File: src/rtl/irq_accept_pkg.sv
package irq_accept_pkg;

    localparam int NUM_MSK   = 3;
    localparam int CTRL_W    = NUM_MSK + 2;
    localparam int CW_APPLY  = NUM_MSK;
    localparam int CW_CLRLAT = NUM_MSK + 1;
    localparam int STAT_W    = 8;
    localparam int ADDR_W    = 16;
    localparam int SRC_W     = 3;

    typedef enum logic [SRC_W-1:0] {
        SRC_NONE = 3'd0,
        SRC_NMI  = 3'd1,
        SRC_EDGE = 3'd2,
        SRC_HI   = 3'd3,
        SRC_LO   = 3'd4,
        SRC_GEN  = 3'd5
    } irq_src_e;

    localparam logic [ADDR_W-1:0] VEC_NMI  = 16'h0024;
    localparam logic [ADDR_W-1:0] VEC_EDGE = 16'h003C;
    localparam logic [ADDR_W-1:0] VEC_HI   = 16'h0034;
    localparam logic [ADDR_W-1:0] VEC_LO   = 16'h002C;

    typedef struct packed {
        logic nmi;
        logic edg;
        logic hi;
        logic lo;
        logic gen;
    } irq_pend_s;

    function automatic irq_src_e pick_src(input irq_pend_s p);
        if (p.nmi)      return SRC_NMI;
        else if (p.edg) return SRC_EDGE;
        else if (p.hi)  return SRC_HI;
        else if (p.lo)  return SRC_LO;
        else if (p.gen) return SRC_GEN;
        else            return SRC_NONE;
    endfunction

    function automatic logic [ADDR_W-1:0] vec_of(input irq_src_e s);
        case (s)
            SRC_NMI:  return VEC_NMI;
            SRC_EDGE: return VEC_EDGE;
            SRC_HI:   return VEC_HI;
            SRC_LO:   return VEC_LO;
            default:  return '0;
        endcase
    endfunction

endpackage

File: src/rtl/irq_edge_capture.sv
module irq_edge_capture #(
    parameter bit HOLD_LEVEL = 1'b1
) (
    input  logic clk,
    input  logic rst,
    input  logic req,
    input  logic clr,
    output logic armed,
    output logic pend
);

    logic prev;
    logic nxt;
    logic rise;

    assign rise = req & ~prev;

    generate
        if (HOLD_LEVEL) begin : g_hold
            // request must stay high after its edge, otherwise the arm is lost
            always_comb nxt = (armed | rise) & req & ~clr;
            assign pend = armed & req;
        end else begin : g_latch
            always_comb nxt = (armed | rise) & ~clr;
            assign pend = armed;
        end
    endgenerate

    always_ff @(posedge clk) begin
        if (rst) begin
            prev  <= 1'b0;
            armed <= 1'b0;
        end else begin
            prev  <= req;
            armed <= nxt;
        end
    end

endmodule

File: src/rtl/irq_enable_regs.sv
module irq_enable_regs
    import irq_accept_pkg::*;
(
    input  logic               clk,
    input  logic               rst,
    input  logic               cmd_en,
    input  logic               cmd_dis,
    input  logic               acc_maskable,
    input  logic               msk_wr,
    input  logic               msk_apply,
    input  logic [NUM_MSK-1:0] msk_bits,
    output logic               ie,
    output logic [NUM_MSK-1:0] msk
);

    always_ff @(posedge clk) begin
        if (rst) begin
            ie <= 1'b0;
        end else if (acc_maskable || cmd_dis) begin
            ie <= 1'b0;
        end else if (cmd_en) begin
            ie <= 1'b1;
        end
    end

    always_ff @(posedge clk) begin
        if (rst) begin
            msk <= '1;
        end else if (msk_wr && msk_apply) begin
            for (int i = 0; i < NUM_MSK; i++) begin
                msk[i] <= msk_bits[i];
            end
        end
    end

endmodule

File: src/rtl/irq_prio_sel.sv
module irq_prio_sel
    import irq_accept_pkg::*;
(
    input  irq_pend_s         pend,
    output irq_src_e          src,
    output logic [ADDR_W-1:0] vec
);

    always_comb begin
        src = pick_src(pend);
        vec = vec_of(src);
    end

endmodule

File: src/rtl/irq_accept_unit.sv
module irq_accept_unit
    import irq_accept_pkg::*;
(
    input  logic              clk,
    input  logic              rst,
    input  logic              nmi_req,
    input  logic              edge_req,
    input  logic              lvl_hi_req,
    input  logic              lvl_lo_req,
    input  logic              gen_req,
    input  logic              insn_boundary,
    input  logic              cmd_enable,
    input  logic              cmd_disable,
    input  logic              mask_wr,
    input  logic [CTRL_W-1:0] mask_wdata,
    output logic              take,
    output logic [SRC_W-1:0]  take_src,
    output logic [ADDR_W-1:0] vec_addr,
    output logic              gen_ack,
    output logic [STAT_W-1:0] status
);

    logic               nmi_armed, nmi_pend;
    logic               edg_armed, edg_pend;
    logic               ie;
    logic [NUM_MSK-1:0] msk;
    irq_pend_s          elig;
    irq_src_e           sel_src;
    logic [ADDR_W-1:0]  sel_vec;
    logic               accept;
    logic               clr_nmi, clr_edg;

    irq_edge_capture #(.HOLD_LEVEL(1'b1)) u_nmi (
        .clk   (clk),
        .rst   (rst),
        .req   (nmi_req),
        .clr   (clr_nmi),
        .armed (nmi_armed),
        .pend  (nmi_pend)
    );

    irq_edge_capture #(.HOLD_LEVEL(1'b0)) u_edge (
        .clk   (clk),
        .rst   (rst),
        .req   (edge_req),
        .clr   (clr_edg),
        .armed (edg_armed),
        .pend  (edg_pend)
    );

    irq_enable_regs u_en (
        .clk          (clk),
        .rst          (rst),
        .cmd_en       (cmd_enable),
        .cmd_dis      (cmd_disable),
        .acc_maskable (accept && (sel_src != SRC_NMI)),
        .msk_wr       (mask_wr),
        .msk_apply    (mask_wdata[CW_APPLY]),
        .msk_bits     (mask_wdata[NUM_MSK-1:0]),
        .ie           (ie),
        .msk          (msk)
    );

    always_comb begin
        elig.nmi = nmi_pend;
        elig.edg = edg_pend   & ~msk[0] & ie;
        elig.hi  = lvl_hi_req & ~msk[1] & ie;
        elig.lo  = lvl_lo_req & ~msk[2] & ie;
        elig.gen = gen_req    & ie;
    end

    irq_prio_sel u_sel (
        .pend (elig),
        .src  (sel_src),
        .vec  (sel_vec)
    );

    assign accept  = insn_boundary && (sel_src != SRC_NONE);
    assign clr_nmi = accept && (sel_src == SRC_NMI);
    assign clr_edg = (accept && (sel_src == SRC_EDGE)) ||
                     (mask_wr && mask_wdata[CW_CLRLAT]);

    always_ff @(posedge clk) begin
        if (rst) begin
            take     <= 1'b0;
            take_src <= SRC_NONE;
            vec_addr <= '0;
            gen_ack  <= 1'b0;
        end else begin
            take     <= accept;
            take_src <= accept ? sel_src : SRC_NONE;
            vec_addr <= accept ? sel_vec : '0;
            gen_ack  <= accept && (sel_src == SRC_GEN);
        end
    end

    assign status = {nmi_pend, lvl_lo_req, lvl_hi_req, edg_armed, ie, msk};

endmodule

File: config.mk
export PLATFORM = sky130hd
export DESIGN_NAME = irq_accept_unit
export DESIGN_NICKNAME = d
export VERILOG_FILES = /design/src/rtl/irq_accept_pkg.sv /design/src/rtl/irq_edge_capture.sv /design/src/rtl/irq_enable_regs.sv /design/src/rtl/irq_prio_sel.sv /design/src/rtl/irq_accept_unit.sv
export SDC_FILE = /design/constraint.sdc
export NUM_CORES = 1
export LEC_CHECK = 0
export ABC_AREA = 1
export BUFFER_PORTS_ARGS = -buffer_cell sky130_fd_sc_hd__buf_2
export CELL_PAD_IN_SITES_DETAIL_PLACEMENT = 1
export CELL_PAD_IN_SITES_GLOBAL_PLACEMENT = 1
export CORE_MARGIN = 8
export CORE_UTILIZATION = 30
export DETAILED_ROUTE_END_ITERATION = 16
export PLACE_DENSITY_LB_ADDON = 0.3
export SYNTH_ARGS = -nofsm -noshare
export SYNTH_HDL_FRONTEND = slang
export SYNTH_SLANG_ARGS = --single-unit
File: constraint.sdc
create_clock -name clk -period 2.5 [get_ports clk]
set_input_delay 0.5 -clock clk [delete_from_list [all_inputs] [get_ports clk]]
set_output_delay 0.5 -clock clk [all_outputs]
set_load 0.01 [all_outputs]
======== After elaboration in Yosys (flattened, before gate mapping) ========
Cells that the tools add are included.
word-level totals
  register bits ........................... 29
  bits of input ports ..................... 16
  output and inout port bits .............. 29
  word-level logic and storage cells ...... 57
cells by class
  equal/unequal tests ..................... 6
  mux-type cells .......................... 6
  bitwise gates (word level) .............. 23
  reductions and logical operators ........ 12
operator list
  kind                count
  $pmux 6 s4          1
  $mux 3              5
  $and 1x1->1         13
  $not 1->1           8
  $logic_and 1x1->1   7
  $eq 3x2->1 const B  2
  $eq 3x3->1 const B  2
  $reduce_or 2->1     2
  $eq 3x1->1 const B  1
  $ne 3x1->1 const B  1
  $reduce_bool 3->1   1
  $logic_or 1x1->1    2
  $or 1x1->1          2

======== Logic depth before layout (Yosys ltp) ========
  depth in word-level cells ............... 13
  gate-level depth with buffers ........... 9
  gate-level depth less buffers ........... 9

======== Hierarchy ========
A second synthesis with hierarchy kept.
unflattened totals
  cell total of the unflattened synthesis .. 162
  area, all modules ....................... 1,236.2 um^2
modules (own cells, without submodules)
  module                     times used  cells each  area each (um^2)  sequential area each (um^2)
  irq_accept_unit            1           87          742.0             420.4
  irq_prio_sel               1           32          181.4             0.0
  irq_enable_regs            1           19          146.4             80.1
  irq_edge_capture (u_edge)  1           12          86.3              40.0
  irq_edge_capture (u_nmi)   1           12          80.1              40.0

======== Least setup slack after synthesis ========
OpenSTA, ideal clock, no wires.
  kind .................................... input-to-output
  from .................................... input nmi_req
  to ...................................... output status[7]
  arrival time ............................ 0.824 ns
  data required time ...................... 2.000 ns
  path slack .............................. 1.176 ns
  cell stages on the path ................. 3
  path buffers ............................ 1
  cells stage by stage .................... nand2_1 inv_1 buf_4
on the way
  longest elaborated chain between the ends .. 1
ends and longest elaborated chain
  item         line                    RTL
  from (decl)  irq_accept_unit.sv:6    input logic nmi_req,
  $and 1x1->1  irq_edge_capture.sv:22  assign pend = armed & req;
  to (decl)    irq_accept_unit.sv:20   output logic [STAT_W-1:0] status
No other way between the ends.

======== Final worst setup path ========
  from .................................... register u_nmi.armed
  to ...................................... output status[7]
on the way
  longest elaborated chain between the ends .. 1
ends and longest elaborated chain
  item                    line                    RTL
  from (decl)             irq_edge_capture.sv:8   output logic armed,
  from (signal assigned)  irq_edge_capture.sv:35  armed <= nxt;
  $and 1x1->1             irq_edge_capture.sv:22
No other way between the ends.

==> results.py <==
metrics = {
    "cts": {
        "post_cts_buffers": 0,
        "clk_pin_slew_ns": 0.09,
        "numCtsBuffers": 3,
        "cts_resized": 0,
        "cts.sinks": 16,
        "insertion_delay_ns": 0.29,
        "ctsLongestPathBuffers": 2,
        "clock-root-buffer": "clkbuf_4",
        "cts-htree-levels": 1,
        "cts_hold_buf": 0,
        "cts_tree": "done",
    },
    "power": {
        "fin_total_pwr_uw": 508.9,
        "p_leak_nw": 0.5665,
        "sw_frac_of_total_pct": 25.81,
        "intPower_uw": 377.5,
        "p_per_area_nw_per_um2": 572.0,
        "combinationalPowerShare_pct": 13.1,
        "pwr-share-seq_pct": 52.9,
        "p_clk_share_pct": 34.0,
        "ir_drop_uv": 214.7,
        "p_sw_uw": 131.3,
    },
    "yosys": {
        "synth_cell_types": 13,
        "avgSynthCellArea_um2": 7.495,
        "synth.most_common_cell": "inv_1",
        "synth_top_area_cell": "dfxtp_1",
        "yosys_warnings": 0,
        "async_flop_share_pct": 0,
        "syn-cell-area_um2": 749.5,
        "synth_top_area_share_pct": 42.74,
        "synthTopCellsByArea": "dfxtp_1 (43%), buf_4 (18%), inv_1 (10%)",
        "synthTopCellsByCount": "inv_1 (20), buf_4 (18), dfxtp_1 (16), nand2_1 (15), nor2_1 (10)",
        "yosys_register_bits": 16,
        "yosysSeqAreaShare_pct": 42.74,
        "synth_edf_count": 0,
        "ys.flop_type": "dfxtp_1",
        "netlist_instances": 100,
    },
    "timing": {
        "max_freq_mhz": 653.0,
        "hold_violations": 0,
        "drv_slew": 0,
        "tns_ns": 0,
        "post-route-period-util_pct": 61.26,
        "min_period_ns": 1.531,
        "rsz0062_at_grt": "no",
        "setup_viol": 0,
        "fin_skew_ns": 0.008052,
    },
    "floorplan": {
        "initial_core_util_pct": 30.81,
        "die_area_um2": 4353,
        "die_h_um": 65.98,
        "ios": 45,
        "die_x_um": 65.98,
        "rows": 18,
        "fp.coreArea_um2": 2432,
    },
    "worst_setup_path": {
        "cp.arrival_ns": 1.03,
        "r2r_setup_slack_ns": 1.19,
        "crit_path_end_kind": "output pin",
        "required_ns": 2.00,
        "r2r-start": "u_en.ie$_SDFFE_PP0P_",
        "critPathLaunch": "u_nmi.armed$_SDFF_PP0_",
        "rr_worst_depth": 7,
        "worstSetupPathType": "reg -> out",
        "crit_fanout": 5,
        "crit_end": "status[7]",
        "start_kind": "flop",
        "r2r-end": "u_edge.armed$_SDFF_PP0_",
    },
    "global_route": {
        "grt_pass1_wl_mm": 3.111,
        "overflow": 0,
        "grt_util_all_layers_pct": 8.950,
        "grt_pass1_vias": 754,
        "grt_max_degree": 10,
        "grt_antenna_before_repair": 0,
    },
    "finish": {
        "drive_gt1_share_pct": 28.68,
        "antenna_cells": 0,
        "area_growth_pct": 18.70,
        "final_nets": 146,
        "top_regs": "take_src x3, u_en.msk x3, vec_addr x3",
    },
    "outcome": {
        "status": "finished clean",
    },
    "run": {
        "max-cap-violations": 0,
    },
    "placement": {
        "gp_congestion": 0.7491,
        "io_buffer_count": 32,
        "dp_hpwl_mm": 1.556,
    },
    "detailed_routing": {
        "viasPerCell": 4.214,
        "first_pass_iters": 3,
        "via_count": 670,
        "antenna_left": 0,
        "routed_wl_mm": 1.815,
        "drtIter0Drc": 9,
        "wl_per_cell_um": 11.42,
        "drc_errors": 0,
    },
    "worst_hold_path": {
        "holdCritPathClass": "reg -> reg",
    },
}
## power by group through the flow
| stage | registers, mW | clock network, mW | logic [mW] |
|---|---|---|---|
| floorplan | 0.277 | 0 | 0.0543 |
| global placement | 0.275 | 0 | 0.0656 |
| detailed placement | 0.275 | 0 | 0.0672 |
| CTS | 0.269 | 0.179 | 0.0677 |
| global route | 0.271 | 0.188 | 0.0766 |
| finish | 0.269 | 0.173 | 0.0669 |
## critical path: stages (launching register included)
cell and delay, ns:
dfxtp_1 0.34, nand2_1 0.12, inv_1 0.14, buf_2 0.15
## layer usage
metal / global-route usage [%] / vias up / part of all wire [%]
li1: - / 336 / -
met1: 8.560 / 305 / 39
met2: 16.93 / 24 / 52
met3: 2.373 / 5 / 7.3
met4: 4.800 / 0 / 2.0
met5: 0 / - / 0
## through the flow
stage / std cells / hold slack, ns / utilization, % / worst slack [ns] / area, um^2
after detailed placement: 155 / 0.3974 / 35.08 / 0.9996 / 853.3
final: 159 / 0.4137 / 36.57 / 0.9686 / 889.6
after CTS: 159 / 0.4108 / 36.57 / 0.9605 / 889.6
after global placement: 155 / 0.3864 / 35.08 / 1.029 / 853.3
after floorplan: 111 / 0.3798 / - / 1.176 / 790.8
after global routing: 159 / 0.4298 / 36.57 / 0.8844 / 889.6
## cell type report
class / instances / area [um^2]
inverters: 20 / 75.07
flip-flops and latches: 16 / 320.3
repair buffers: 32 / 160.2
clock buffers: 4 / 36.28
well taps: 30 / 37.54
fillers: 328 / 1543
multi-input cells: 57 / 260.3
## cell families (layout without fill, tap and decap cells)
| logic type | Yosys count | after routing | share of synthesized area [%] |
|---|---|---|---|
| AOI/OAI and AO/OA | 7 | 7 | 6.344 |
| buffers and inverters | 38 | 56 | 28.05 |
| DFF | 16 | 16 | 42.74 |
| other | 1 | 12 | 0.5004 |
| and+or+nand+nor | 38 | 38 | 22.37 |
## how the worst min path moves through the flow
stage,slack (ns),start,end,cells past startpoint
final,0.41,u_nmi.prev$_SDFF_PP0_,u_nmi.armed$_SDFF_PP0_,1
after CTS,0.41,u_nmi.prev$_SDFF_PP0_,u_nmi.armed$_SDFF_PP0_,1
after detailed placement,0.40,u_nmi.prev$_SDFF_PP0_,u_nmi.armed$_SDFF_PP0_,1
after global routing,0.43,rst,u_edge.prev$_SDFF_PP0_,2
after floorplan,0.38,u_nmi.prev$_SDFF_PP0_,u_nmi.armed$_SDFF_PP0_,1
after global placement,0.39,u_nmi.prev$_SDFF_PP0_,u_nmi.armed$_SDFF_PP0_,1
## layout by cell type (no fill, tap or decap), types with 3 or more instances in the layout
cell	instances
inv_1	20
nand3_1	7
o211ai_1	4
dfxtp_1	16
nand2_1	15
buf_2	32
conb_1	12
nor2_1	10
nand4_1	3
clkbuf_4	3
Note: power is estimated with default switching activity, not from simulation.
